**src/rtl/aux_edid_pkg.sv**
```systemverilog
package aux_edid_pkg;

  localparam logic [7:0] OFS_CTRL  = 8'h10;
  localparam logic [7:0] OFS_DATA0 = 8'h14;
  localparam int         OFS_STEP  = 4;

  localparam logic [4:0] LEN_ADDR_ONLY = 5'd3;
  localparam logic [4:0] LEN_READ      = 5'd4;

  localparam logic [7:0] REPLY_ACK = 8'h00;
  localparam int         DONE_BIT  = 30;
  localparam int         SIZE_LSB  = 20;

  localparam int OP_READ_BIT = 0;
  localparam int OP_MOT_BIT  = 2;

  typedef struct packed {
    logic reply;
    logic replyRead;
    logic loadReply;
    logic clearState;
    logic selectSlave;
    logic fetchByte;
  } strobe_t;

  function automatic logic [7:0] romByte(input logic [15:0] idx);
    logic [15:0] prod;
    prod = idx * 16'd29;
    return prod[7:0] ^ 8'hA5;
  endfunction

endpackage

```
**src/rtl/aux_edid_ctrl.sv**
```systemverilog
module aux_edid_ctrl
  import aux_edid_pkg::*;
#(
  parameter int          NUM_DATA  = 5,
  parameter logic [15:0] EDID_ADDR = 16'h0050
) (
  input  logic                wrEn,
  input  logic [7:0]          wrAddr,
  input  logic                sendBusy,
  input  logic [4:0]          msgLen,
  input  logic [3:0]          opcode,
  input  logic [15:0]         i2cAddr,
  output strobe_t             stb,
  output logic [NUM_DATA-1:0] dataWe
);

  logic ctrlHit;
  logic isRead;
  logic isMot;

  assign ctrlHit = wrEn && (wrAddr == OFS_CTRL);
  assign isRead  = opcode[OP_READ_BIT];
  assign isMot   = opcode[OP_MOT_BIT];

  always_comb begin
    for (int i = 0; i < NUM_DATA; i++) begin
      dataWe[i] = wrEn && (wrAddr == (OFS_DATA0 + 8'(OFS_STEP * i)));
    end
  end

  always_comb begin
    stb = '0;
    if (ctrlHit && sendBusy) begin
      stb.reply     = 1'b1;
      stb.replyRead = isRead;
      if (msgLen == LEN_ADDR_ONLY) begin
        stb.loadReply = 1'b1;
        if (!isMot) begin
          stb.clearState = 1'b1;
        end else if (i2cAddr == 16'h0000) begin
          stb.clearState = 1'b1;
        end else if (i2cAddr == EDID_ADDR) begin
          stb.selectSlave = 1'b1;
        end
      end else if (!isRead) begin
        stb.loadReply = 1'b1;
      end else if (msgLen == LEN_READ) begin
        stb.loadReply = 1'b1;
        stb.fetchByte = 1'b1;
      end
    end
  end

endmodule

```
**src/rtl/aux_edid_regs.sv**
```systemverilog
module aux_edid_regs
  import aux_edid_pkg::*;
#(
  parameter int EDID_BYTES = 128,
  parameter int NUM_DATA   = 5,
  parameter int PORT_W     = 3,
  parameter int PTR_W      = $clog2(EDID_BYTES + 1)
) (
  input  logic                clk,
  input  logic                rst,
  input  logic [31:0]         wrData,
  input  strobe_t             stb,
  input  logic [NUM_DATA-1:0] dataWe,
  input  logic                monitorPresent,
  input  logic [PORT_W-1:0]   portIdx,
  input  logic [7:0]          rdAddr,
  output logic [31:0]         rdData,
  output logic [31:0]         ctrlQ,
  output logic [31:0]         data1Q,
  output logic [PTR_W-1:0]    ptrQ,
  output logic [PORT_W-1:0]   edidPort
);

  logic [31:0] dataQ [NUM_DATA];
  logic        slaveSel;
  logic        edidAvail;
  logic        inRange;
  logic [7:0]  nextByte;
  logic [7:0]  replyByte;
  logic [31:0] replyWord;
  logic [4:0]  replySize;

  assign inRange   = ptrQ < PTR_W'(EDID_BYTES);
  assign nextByte  = inRange ? romByte(16'(ptrQ)) : 8'h00;
  assign replyByte = (slaveSel && edidAvail) ? nextByte : 8'hFF;
  assign replyWord = stb.fetchByte ? {REPLY_ACK, replyByte, 16'h0000}
                                   : {REPLY_ACK, 24'h000000};
  assign replySize = stb.replyRead ? 5'd2 : 5'd1;

  always_ff @(posedge clk) begin
    if (rst) begin
      ctrlQ <= '0;
    end else if (stb.reply) begin
      ctrlQ <= (32'd1 << DONE_BIT) | (32'(replySize) << SIZE_LSB);
    end
  end

  always_ff @(posedge clk) begin
    if (rst) begin
      for (int i = 0; i < NUM_DATA; i++) dataQ[i] <= '0;
    end else begin
      for (int i = 0; i < NUM_DATA; i++) begin
        if (dataWe[i]) begin
          dataQ[i] <= wrData;
        end else if (i == 0 && stb.loadReply) begin
          dataQ[i] <= replyWord;
        end
      end
    end
  end

  always_ff @(posedge clk) begin
    if (rst || stb.clearState) begin
      slaveSel  <= 1'b0;
      edidAvail <= 1'b0;
      ptrQ      <= '0;
      edidPort  <= '0;
    end else if (stb.selectSlave) begin
      slaveSel <= 1'b1;
      edidPort <= portIdx;
      if (monitorPresent) edidAvail <= 1'b1;
    end else if (stb.fetchByte && slaveSel && edidAvail && inRange) begin
      ptrQ <= ptrQ + 1'b1;
    end
  end

  assign data1Q = dataQ[0];

  always_comb begin
    rdData = '0;
    if (rdAddr == OFS_CTRL) rdData = ctrlQ;
    for (int i = 0; i < NUM_DATA; i++) begin
      if (rdAddr == (OFS_DATA0 + 8'(OFS_STEP * i))) rdData = dataQ[i];
    end
  end

endmodule

```
**src/rtl/aux_edid_responder.sv**
```systemverilog
module aux_edid_responder
  import aux_edid_pkg::*;
#(
  parameter int          EDID_BYTES = 128,
  parameter int          NUM_DATA   = 5,
  parameter int          PORT_W     = 3,
  parameter logic [15:0] EDID_ADDR  = 16'h0050
) (
  input  logic              clk,
  input  logic              rst,
  input  logic              wrEn,
  input  logic [7:0]        wrAddr,
  input  logic [31:0]       wrData,
  input  logic [7:0]        rdAddr,
  output logic [31:0]       rdData,
  input  logic              monitorPresent,
  input  logic [PORT_W-1:0] portIdx,
  output logic [PORT_W-1:0] edidPort
);

  localparam int PTR_W = $clog2(EDID_BYTES + 1);

  strobe_t             stb;
  logic [NUM_DATA-1:0] dataWe;
  logic [31:0]         ctrlQ;
  logic [31:0]         data1Q;
  logic [PTR_W-1:0]    ptrQ;

  aux_edid_ctrl #(
    .NUM_DATA (NUM_DATA),
    .EDID_ADDR(EDID_ADDR)
  ) i_ctrl (
    .wrEn    (wrEn),
    .wrAddr  (wrAddr),
    .sendBusy(wrData[31]),
    .msgLen  (wrData[24:20]),
    .opcode  (data1Q[31:28]),
    .i2cAddr (data1Q[23:8]),
    .stb     (stb),
    .dataWe  (dataWe)
  );

  aux_edid_regs #(
    .EDID_BYTES(EDID_BYTES),
    .NUM_DATA  (NUM_DATA),
    .PORT_W    (PORT_W),
    .PTR_W     (PTR_W)
  ) i_regs (
    .clk           (clk),
    .rst           (rst),
    .wrData        (wrData),
    .stb           (stb),
    .dataWe        (dataWe),
    .monitorPresent(monitorPresent),
    .portIdx       (portIdx),
    .rdAddr        (rdAddr),
    .rdData        (rdData),
    .ctrlQ         (ctrlQ),
    .data1Q        (data1Q),
    .ptrQ          (ptrQ),
    .edidPort      (edidPort)
  );

endmodule

```
**config.mk**
```make
export PLATFORM = sky130hd
export DESIGN_NAME = aux_edid_responder
export DESIGN_NICKNAME = d
export VERILOG_FILES = /design/src/rtl/aux_edid_pkg.sv /design/src/rtl/aux_edid_ctrl.sv /design/src/rtl/aux_edid_regs.sv /design/src/rtl/aux_edid_responder.sv
export SDC_FILE = /design/constraint.sdc
export NUM_CORES = 1
export LEC_CHECK = 0
export ABC_AREA = 1
export BUFFER_PORTS_ARGS = -buffer_cell sky130_fd_sc_hd__clkbuf_2
export CAP_MARGIN = 25
export CORE_AREA = 8 8 144 146
export CTS_CLUSTER_SIZE = 28
export DETAILED_ROUTE_END_ITERATION = 10
export DIE_AREA = 0 0 152 154
export SYNTH_ARGS = -nofsm -noshare
export SYNTH_HDL_FRONTEND = slang
export SYNTH_SLANG_ARGS = --single-unit
```
**constraint.sdc**
```tcl
create_clock -name clk -period 4.5 [get_ports clk]
set_input_delay 0.9 -clock clk [delete_from_list [all_inputs] [get_ports clk]]
set_output_delay 0.9 -clock clk [all_outputs]
set_load 0.005 [all_outputs]
```
==> run summary, run 1 <==
Clock power frac: 43.4%
Gr usage total: 16.3%
CP Class: primary input to output port
CP Data Arrival Time: 2.51 ns
Worst-Margin Slew: 0.795 ns
GRT Residual Overflow: 0
Final period util: 75.8%
Synth Area in Simple Gates: 24.2%
Comb power frac: 3.7%
Leakage: 4.25 nW
Die footprint: 23,400 um^2
Fillers: 1,661
Synth Cell Area: 8170 um^2
H-tree depth: 4
Post-synthesis xor/xnor area fraction: 0.214%
Worst Hold End: i_regs.edidAvail
Synth warnings: 0
CTS Root Cell: clkbuf_16
Worst Path Buf+Inv: 3
Pin count of the biggest net entering global routing: 33
Antenna cell count: 0
NetSw: 736 uW
Sequential Power Share: 52.9%
Portion of netlist area occupied by mux cells: 0%
Final core occ: 51.8%
Slowest stage delay, CP: 0.45 ns
Max stage delay cell, worst path: and2_1
Post-DRT Antenna Nets: 0
Global-route wire length before repair: 29,700 um
# DRC: 0
Min Tclk post-route: 3.41 ns
CTS Hold Bufs: 0
Crit path max-delay family: simple AND/OR/NAND/NOR gates
Antenna violations before repair: 0
Final WL: 18,800 um
Min-delay worst type: register to register
Hold Crit Start: i_regs.edidAvail
Fmax: 293 MHz
IO Count: 90
Hold Crit Depth: 2
Post-CTS Resized: 0
Clock Tree Buf Depth: 2
Die W: 152 um
# rows: 50
Reg2reg setup slack: 1.13 ns
Register area share after synthesis: 62.8%
Net count after synthesis: 869
Vias per cell: 4.95
Mapped Avg Cell Area: 10.3 um^2
CTS Buf Count: 17
Switching Share: 21.1%
Final Hold Fails: 0
Buffer count from post-CTS setup fixing: 0
Number of distinct library cells after synthesis: 37
RD Place Congestion: 0.780
Clock skew: 0.0101 ns
Post-synthesis compound-gate area fraction: 3.59%
Post-DP HPWL: 12,600 um
Synth Area in Adders: 3.62%
Slew Limit Fails: 0
Status: completed
DR WL/cell: 16.5 um
Setup tns final: 0 ns
Initial DRC count: 313
Initial Utilization: 44.3%
P_int: 2.74 mW
Layout net count: 967
CP Capture Type: output port
Max Cap Violations: 0
Worst Setup Start Kind: primary input
#FFs+latches synth: 176
Power Density: 364 nW/um^2
Area Growth Syn to Fin: 17.2%
Crit path top cell by count: clkbuf_2
Die Y: 154 um
Setup Viol. Count Final: 0
Power, Total: 3.48 mW
Placeable Area: 18,500 um^2
Peak supply drop: 0.262 mV
CTS Sinks: 176
Share of cells above drive strength 1: 19.0%
Hold slack: 0.454 ns
Drt pass-1 iters: 5
Reg2reg start: i_regs.ptrQ[2]
Max-slew headroom: 46.8%
Syn Inst Count: 794
Crit Path Max Fanout: 24
Combinational family with the most area after synthesis: simple AND/OR/NAND/NOR gates
CTS tree: built
Clk slew on worst S/H paths: 0.07 ns
Cell-by-cell listing of the critical path: clkbuf_2 > or2_1 > nor3_2 > and2_1 > buf_12 > nand2_1 > nand3_1 > clkbuf_2
Skew-Pair Late Insertion Delay: 0.43 ns
Critical Path RT: 3.60 ns
Vias in the first global route: 5,495
Count of buffers from port buffering: 89
RSZ-0062 raised after global routing: false
R2r worst-path depth: 16
RR Endpoint: i_regs.dataQ[0][23]
Via count: 5,635
-- layer usage --
layer	vias to the layer above	wire length, um	part of all wire (%)	track usage [%]
met4	0	193	1.0	5.85
met5	-	0	0	0
met1	2657	8540	45	20.1
li1	2838	-	-	-
met3	19	734	3.9	3.25
met2	121	9330	50	28.0
-- registers in the layout, summed over array words and instances (netlist names) --
signal / flops
i_regs.edidPort: 3
i_regs.ptrQ: 8
i_regs.dataQ: 160
i_regs.slaveSel: 1
i_regs.edidAvail: 1
i_regs.ctrlQ: 3
-- Yosys cell counts (all sizes together) --
library cell | number | area (um^2)
nand2 | 226 | 858
edfxtp | 160 | 4800
nor2 | 108 | 538
inv | 85 | 319
nand3 | 64 | 353
a21oi | 45 | 225
buf | 17 | 119
dfxtp | 16 | 320
nor3 | 16 | 90.1
ha | 14 | 175
o21ai | 12 | 60.1
nand4 | 9 | 77.6
fa | 6 | 120
clkbuf | 5 | 18.8
nand3b | 2 | 27.5
or2 | 2 | 12.5
xnor2 | 2 | 17.5
a21boi | 1 | 7.51
and2 | 1 | 6.26
and3 | 1 | 6.26
clkinv | 1 | 3.75
nor4 | 1 | 6.26
-- cells in the final DEF (no fill, tap or decap), drive strengths merged, types with 7 or more instances in the layout --
| master | instances |
|---|---|
| nor3 | 16 |
| clkbuf | 106 |
| dfxtp | 16 |
| nor2 | 108 |
| a21oi | 45 |
| nand4 | 9 |
| edfxtp | 160 |
| o21ai | 12 |
| clkinv | 7 |
| nand3 | 64 |
| inv | 90 |
| ha | 14 |
| nand2 | 226 |
| buf | 12 |
-- power by group through the flow --
stage | combinational (mW) | clock [mW] | sequential [mW]
global route | 0.140 | 1.58 | 1.84
detailed placement | 0.129 | 0 | 1.88
floorplan | 0.0597 | 0 | 1.88
finish | 0.127 | 1.51 | 1.84
CTS | 0.129 | 1.52 | 1.84
global placement | 0.128 | 0 | 1.88
-- worst max-delay path by stage --
stage | startpoint | endpoint | slack [ns] | depth (start not counted)
after floorplan | wrAddr[5] | i_regs.dataQ[0][64] | 0.53 | 5
after global placement | rdAddr[1] | rdData[1] | 1.08 | 11
after detailed placement | rdAddr[1] | rdData[19] | 1.06 | 8
after CTS | rdAddr[1] | rdData[19] | 1.07 | 8
after global routing | i_regs.ptrQ[2] | i_regs.dataQ[0][23] | 0.88 | 16
final | rdAddr[1] | rdData[19] | 1.09 | 8
-- per-stage QoR --
step	instances	setup WS (ns)	cell area (um^2)
3_5_place_dp	1107	1.06	8960
5_1_grt	1139	0.882	9570
6_report	1139	1.09	9570
4_1_cts	1139	1.07	9570
3_3_place_gp	1107	1.08	8960
2_1_floorplan	794	0.532	8170
-- kinds of logic after synthesis --
family | count (synthesis)
DFF | 176
and+or+nand+nor | 430
AOI/OAI and AO/OA | 58
buffers and inverters | 108
adders and majority gates | 20
xor gates and xnor gates | 2
-- final cells by class --
class,count,area [um^2],share of cell area (%)
repair buffers,101,598,6.25
flip-flops and latches,176,5120,53.6
inverters,86,323,3.37
well taps,234,293,3.06
clock inverters,15,180,1.88
clock buffers,17,425,4.45
multi-input cells,510,2620,27.4
-- tightest hold or removal path, cell delays in order (launching register included) --
cell	delay, ns
dfxtp_1	0.31
inv_1	0.05
a21oi_1	0.05
No activity file was read; power rests on OpenSTA's default activity.
==> run 2, diff against run 1 <==
--- a/config.mk
+++ b/config.mk
@@ -5,13 +5,14 @@
 export SDC_FILE = /design/constraint.sdc
 export NUM_CORES = 1
 export LEC_CHECK = 0
-export ABC_AREA = 1
+export ABC_AREA = 0
 export BUFFER_PORTS_ARGS = -buffer_cell sky130_fd_sc_hd__clkbuf_2
 export CAP_MARGIN = 25
-export CORE_AREA = 8 8 144 146
+export CORE_AREA = 8 8 142 144
 export CTS_CLUSTER_SIZE = 28
 export DETAILED_ROUTE_END_ITERATION = 10
-export DIE_AREA = 0 0 152 154
+export DIE_AREA = 0 0 150 152
+export PLACE_DENSITY = 0.66
 export SYNTH_ARGS = -nofsm -noshare
 export SYNTH_HDL_FRONTEND = slang
 export SYNTH_SLANG_ARGS = --single-unit
==> constraint.sdc (replaced) <==
create_clock -name clk -period 2.9 [get_ports clk]
set_input_delay 0.58 -clock clk [delete_from_list [all_inputs] [get_ports clk]]
set_output_delay 0.58 -clock clk [all_outputs]
set_load 0.005 [all_outputs]
==> run 2 against run 1 <==
Against the previous run:
- the run now ends with negative setup slack left
- final cell count fell by 17%
- first-iteration DRC count rose by 16%
- die area shrank 2.6%
- core utilization grew 3.6 points
- power increased by 54%
- hold slack lost 0.070 ns
- count of clock-buffer cells in the layout is 3 higher
==> run summary, run 2 <==
Synth warnings: 0 (unchanged)
# DRC: 0 (unchanged)
Share of cells above drive strength 1: 32.0% (was 19.0%)
Global-route wire length before repair: 30,400 um (was 29,700 um)
Mapped Avg Cell Area: 13.8 um^2 (was 10.3 um^2)
Max Cap Violations: 0 (unchanged)
RD Place Congestion: 0.804 (was 0.780)
CTS tree: built (unchanged)
Gr usage total: 17.4% (was 16.3%)
GRT Residual Overflow: 0 (unchanged)
CTS Sinks: 176 (unchanged)
Layout net count: 775 (was 967)
Setup Viol. Count Final: 22 (was 0)
Min Tclk post-route: 2.98 ns
Largest Register: i_regs.dataQ (unchanged)
Placed Cells: 903 (was 1,107)
Final Non-Filler Cells: 941 (was 1,139)
Max reg flops: 160 (unchanged)
Pin count of the biggest net entering global routing: 33 (unchanged)
Die footprint: 22,800 um^2 (was 23,400 um^2)
Slew Limit Fails: 0 (unchanged)
CTS Buf Count: 17 (unchanged)
Final period util: 103%
Syn Inst Count: 575 (was 794)
DR WL/cell: 20.5 um (was 16.5 um)
CP Capture Type: register (was output port)
IO Count: 90 (unchanged)
Placed Area: 9020 um^2 (was 8960 um^2)
Drt pass-1 iters: 5 (unchanged)
Sequential Power Share: 53.3% (was 52.9%)
Clk slew on worst S/H paths: 0.06 ns (was 0.07 ns)
Most frequent cells in the layout: edfxtp_1, clkbuf_2, and2_1 (was nand2_1, edfxtp_1, clkbuf_2)
Placeable Area: 17,800 um^2 (was 18,500 um^2)
Initial Utilization: 44.6% (was 44.3%)
Post-synth top cells: edfxtp_1, and2_1, nor2_1 (was nand2_1, edfxtp_1, nor2_1)
Most common cell in the netlist: edfxtp_1 (was nand2_1)
Count of buffers from port buffering: 89 (unchanged)
Net count after synthesis: 650 (was 869)
Clock power frac: 42.0% (was 43.4%)
Antenna violations before repair: 0 (unchanged)
Area Growth Syn to Fin: 24.5% (was 17.2%)
Min-delay worst type: primary input to register (was register to register)
Crit Path Max Fanout: 3 (was 24)
Number of flops mapped to enable cells by yosys: 160 (unchanged)
Ys flop type: edfxtp_1 (unchanged)
Initial DRC count: 364 (was 313)
Switching Share: 20.4% (was 21.1%)
Leakage: 3.89 nW (was 4.25 nW)
Pre-CTS setup slack: -0.133 ns (was 1.06 ns)
Die Y: 152 um (was 154 um)
RSZ-0062 raised after global routing: true (was false)
Peak supply drop: 0.461 mV (was 0.262 mV)
Final Hold Fails: 0 (unchanged)
Worst-Margin Slew: 0.572 ns (was 0.795 ns)
Post-DRT Antenna Nets: 0 (unchanged)
Most common cell after layout, fill and taps aside: edfxtp_1 (was nand2_1)
#FFs+latches synth: 176 (unchanged)
Fmax: 335 MHz
Cell type with the largest total area after synthesis: edfxtp_1 (unchanged)
Number of distinct library cells after synthesis: 50 (was 37)
Worst Setup Start Kind: register (was primary input)
Vias per cell: 5.59 (was 4.95)
Clock Tree Buf Depth: 2 (unchanged)
Register area share after synthesis: 64.7% (was 62.8%)
Design area: 9860 um^2 (was 9570 um^2)
Power Density: 545 nW/um^2 (was 364 nW/um^2)
Via count: 5,258 (was 5,635)
Status: finished with violations (was completed)
Failing checks: negative setup slack
H-tree depth: 4 (unchanged)
Biggest regs: i_regs.dataQ: 160 flops, i_regs.ptrQ: 8 flops (unchanged)
Comb power frac: 4.8% (was 3.7%)
P_int: 4.27 mW (was 2.74 mW)
CP Data Arrival Time: 3.16 ns (was 2.51 ns)
# rows: 49 (was 50)
Max-slew headroom: 61.6% (was 46.8%)
Setup ws final: -0.0830 ns (was 1.09 ns)
CTS Root Cell: clkbuf_16 (unchanged)
Ys async rst share: 0% (unchanged)
Clock skew: 0.00758 ns (was 0.0101 ns)
CP Class: register to register (was primary input to output port)
Final WL: 19,300 um (was 18,800 um)
Antenna cell count: 0 (unchanged)
Post-DP HPWL: 12,600 um (about the same)
Vias in the first global route: 5,591 (was 5,495)
Synth Cell Area: 7920 um^2 (was 8170 um^2)
Synth area leaders: edfxtp_1, and2_1, dfxtp_1 (was edfxtp_1, nand2_1, nor2_1)
Critical Path RT: 3.08 ns (was 3.60 ns)
NetSw: 1.10 mW (was 736 uW)
Skew-Pair Late Insertion Delay: 0.43 ns (about the same)
Share of the synthesized area in the top cell type: 60.7% (was 58.8%)
Die W: 150 um (was 152 um)
run 2: cell types whose count changed in the layout (fill, tap and decap cells not counted), moves of 35 or more:
cell,change
inv_1,-66
nor2_1,-42
and2_1,+57
nand2_1,-208
nand3_1,-44
a21oi_1,-35
run 2: kinds of logic after synthesis:
kind of cell | after synthesis | synth area share, %
DFF | 176 | 64.7
and+or+nand+nor | 174 | 12.5
AOI/OAI and AO/OA | 113 | 10.6
buffers and inverters | 53 | 3.10
muxes | 25 | 3.87
adders and majority gates | 20 | 3.73
xor gates and xnor gates | 14 | 1.55
run 2: path summary, 6_finish.rpt:
path / from / to / slack [ns] / cells after the start
hold reg to reg: i_regs.slaveSel / i_regs.slaveSel / 0.48 / 2
setup reg to reg: i_regs.ptrQ[1] / i_regs.dataQ[0][23] / -0.08 / 11
hold / removal: monitorPresent / i_regs.edidAvail / 0.38 / 3
setup / recovery: i_regs.ptrQ[1] / i_regs.dataQ[0][23] / -0.08 / 11
run 2: area by class of cell:
type / instances / area (um^2)
Fill cell: 1478 / 7920
Clock inverter: 11 / 140
Sequential cell: 176 / 5130
Multi-Input combinational cell: 346 / 2780
Tap cell: 229 / 287
Clock buffer: 20 / 437
Inverter: 21 / 83.8
Timing Repair Buffer: 138 / 998
run 2: critical path, cell delays in order, from the launching register on:
cell and delay, ns:
dfxtp_4 0.37, inv_4 0.04, fa_1 0.55, inv_2 0.05, ha_4 0.21, fa_1 0.54
ha_4 0.21, a21o_1 0.21, a21oi_4 0.13, xnor2_1 0.13, o21ai_1 0.09, a22o_1 0.22
run 2: power groups by stage:
stage                     Combinational, mW  Clock (mW)  Sequential (mW)
after floorplan                       0.123           0             2.90
after global placement                0.248           0             2.91
after detailed placement              0.252           0             2.91
after CTS                             0.256        2.27             2.86
after global routing                  0.276        2.38             2.87
final                                 0.256        2.25             2.86
run 2: what timing repair did:
action / 4_1_cts / 5_1_grt
gates cloned: 1 / 0
setup buffers: 7 / 1
hold buffers: 0 / 0
setup endpoints to repair: 26 / 35
pin swaps: 32 / 36
gates resized for setup: 28 / 42
run 2: metal layers:
metal / share of wire (%) / wire length, um / GRT usage [%]
met1: 44 / 8470 / 22.8
met2: 48 / 9170 / 28.1
met3: 7.0 / 1350 / 3.95
met4: 1.4 / 264 / 5.86
met5: 0 / 0 / 0
run 2: metrics by stage:
step / hold WS (ns) / setup TNS [ns] / power, mW / utilization [%]
global route: 0.393 / -3.76 / 5.52 / 55.5
global placement: 0.444 / -0.681 / 3.16 / 50.8
CTS: 0.376 / -0.481 / 5.39 / 55.0
detailed placement: 0.462 / -1.29 / 3.17 / 50.8
floorplan: 0.429 / 0 / 3.03 / -
finish: 0.384 / -0.480 / 5.37 / 55.5
==> run 3, diff against run 2 <==
--- a/config.mk
+++ b/config.mk
@@ -12,7 +12,7 @@
 export CTS_CLUSTER_SIZE = 28
 export DETAILED_ROUTE_END_ITERATION = 10
 export DIE_AREA = 0 0 150 152
-export PLACE_DENSITY = 0.66
+export PLACE_DENSITY = 0.68
 export SYNTH_ARGS = -nofsm -noshare
 export SYNTH_HDL_FRONTEND = slang
 export SYNTH_SLANG_ARGS = --single-unit
==> run 3 against run 2 <==
Against the previous run:
- the flow still finishes with violations (negative setup slack)
- clock power grew 8%
- final cell count is the same
- register-to-register slack gained 0.07 ns
- count of clock-buffer cells in the layout shrank 3
- largest cell class unchanged
- non-clock buffer count shrank 1
- combinational power is essentially flat
- first-iteration DRC count shrank 7.7%
- cell area shrank 0.98%
- clock skew grew 0.0011 ns
- setup slack lost 0.012 ns
- core utilization shrank 0.54 points
==> run summary, run 3 (synthesis results as in run 2) <==
Final period util: 103% (about the same)
CTS tree: built (unchanged)
Largest Register: i_regs.dataQ (unchanged)
Pin count of the biggest net entering global routing: 33 (unchanged)
RSZ-0062 raised after global routing: true (unchanged)
Max Cap Violations: 0 (unchanged)
Clk slew on worst S/H paths: 0.06 ns (about the same)
Top sig layer: met5 (was met4)
CTS Hold Bufs: 0 (unchanged)
Placeable Area: 17,800 um^2 (unchanged)
CTS Buf Count: 17 (unchanged)
CP Class: primary input to output port (was register to register)
Crit Path Max Fanout: 6 (was 3)
Area Growth Syn to Fin: 23.3% (was 24.5%)
Power, Total: 5.53 mW (was 5.37 mW)
Setup tns final: -0.869 ns (was -0.480 ns)
Via count: 5,313 (was 5,258)
Leakage: 3.84 nW (was 3.89 nW)
Die Y: 152 um (unchanged)
CTS Root Cell: clkbuf_16 (unchanged)
Most frequent cells in the layout: edfxtp_1, clkbuf_2, and2_1 (unchanged)
Reg2reg start: i_regs.ptrQ[1] (unchanged)
Antenna cell count: 0 (unchanged)
CTS Sinks: 176 (unchanged)
Layout net count: 774 (was 775)
CP Data Arrival Time: 2.42 ns (was 3.16 ns)
CP Capture Type: output port (was register)
Failing checks: negative setup slack (unchanged)
Min-delay worst type: primary input to register (unchanged)
Final WL: 19,400 um (was 19,300 um)
Vias in the first global route: 5,613 (was 5,591)
Final Hold Fails: 0 (unchanged)
Count of buffers from port buffering: 89 (unchanged)
RD Place Congestion: 0.875 (was 0.804)
Vias per cell: 5.65 (was 5.59)
Die W: 150 um (unchanged)
Clock skew: 0.00864 ns (was 0.00758 ns)
Met2 WL: 9560 um (was 9170 um)
Die footprint: 22,800 um^2 (unchanged)
Gr usage total: 17.1% (was 17.4%)
Min Tclk post-route: 3.00 ns (was 2.98 ns)
Crit path from: rdAddr[6] (was i_regs.ptrQ[1])
Fmax: 334 MHz (was 335 MHz)
Post-DP HPWL: 13,200 um (was 12,600 um)
P_int: 4.38 mW (was 4.27 mW)
Share of cells above drive strength 1: 31.3% (was 32.0%)
Drt pass-1 iters: 5 (unchanged)
Max reg flops: 160 (unchanged)
Initial Utilization: 44.6% (unchanged)
Biggest regs: i_regs.dataQ: 160 flops, i_regs.ptrQ: 8 flops (unchanged)
Sequential Power Share: 51.7% (was 53.3%)
Antenna violations before repair: 1 (was 0)
Pre-CTS setup slack: -0.151 ns (was -0.133 ns)
Final Non-Filler Cells: 941 (unchanged)
DR WL/cell: 20.6 um (was 20.5 um)
Worst Setup Start Kind: primary input (was register)
Met1 WL: 8210 um (was 8470 um)
Setup ws final: -0.0952 ns (was -0.0830 ns)
DR WL met3: 1340 um (was 1350 um)
Most common cell after layout, fill and taps aside: edfxtp_1 (unchanged)
Hold Crit Start: monitorPresent (unchanged)
Final core occ: 54.9% (was 55.5%)
Placed Cells: 906 (was 903)
Switching Share: 20.8% (was 20.4%)
Peak supply drop: 0.421 mV (was 0.461 mV)
Status: finished with violations (unchanged)
Post-DRT Antenna Nets: 0 (unchanged)
Global-route wire length before repair: 30,000 um (was 30,400 um)
# rows: 49 (unchanged)
Power Density: 566 nW/um^2 (was 545 nW/um^2)
Worst-Margin Slew: 0.601 ns (was 0.572 ns)
Critical Path RT: 2.32 ns (was 3.08 ns)
Clock power frac: 43.7% (was 42.0%)
Setup Viol. Count Final: 25 (was 22)
Slew Limit Fails: 0 (unchanged)
# DRC: 0 (unchanged)
Max-slew headroom: 59.6% (was 61.6%)
H-tree depth: 4 (unchanged)
Skew-Pair Late Insertion Delay: 0.43 ns (about the same)
GRT Residual Overflow: 0 (unchanged)
Clock Tree Buf Depth: 2 (unchanged)
NetSw: 1.15 mW (was 1.10 mW)
Comb power frac: 4.6% (was 4.8%)
IO Count: 90 (unchanged)
Initial DRC count: 336 (was 364)
## run 3: per-stage QoR
step	instance area [um^2]	hold slack, ns
finish	9760	0.388
global placement	9000	0.447
detailed placement	9000	0.456
floorplan	7990	0.429
global route	9760	0.381
CTS	9650	0.378
## run 3: per-layer routing
layer / vias up / GRT usage (%)
li1: 2432 / -
met5: - / 0
met2: 194 / 28.0
met1: 2661 / 21.3
met4: 2 / 5.62
met3: 24 / 4.78
## run 3: path summary, 6_finish.rpt
check	slack, ns	depth (start not counted)	endpoint
setup / recovery	-0.1	8	rdData[27]
hold reg to reg	0.47	2	i_regs.edidAvail
hold / removal	0.39	3	i_regs.edidAvail
setup reg to reg	-0.01	11	i_regs.dataQ[0][23]
## run 3: worst max-delay path: stages
cell and delay (ns):
clkbuf_2 0.08, or4_4 0.58, nor3b_4 0.30, nor3b_4 0.24, buf_6 0.15, buf_6 0.13
a221o_1 0.21, clkbuf_2 0.14
## run 3: layout make-up
class,count,area (um^2)
clock buffer,17,425
clock inverter,15,206
fill,1445,8020
inverter,21,83.8
multi-input combinational,346,2730
sequential,176,5130
tap,229,287
timing repair buffer,137,895
## run 3: power groups by stage
stage / Clock, mW / Combinational [mW] / Sequential [mW]
floorplan: 0 / 0.123 / 2.90
global placement: 0 / 0.249 / 2.91
detailed placement: 0 / 0.252 / 2.92
CTS: 2.44 / 0.253 / 2.86
global route: 2.54 / 0.273 / 2.86
finish: 2.42 / 0.254 / 2.86
## run 3: what timing repair did
item | 4_1_cts | 5_1_grt
pin swaps | 4 | 15
endpoints found under the hold margin | 0 | 0
resized for setup | 4 | 38
cloned | 0 | 1
endpoints found under the setup margin | 31 | 35
buffers inserted | 1 | 2
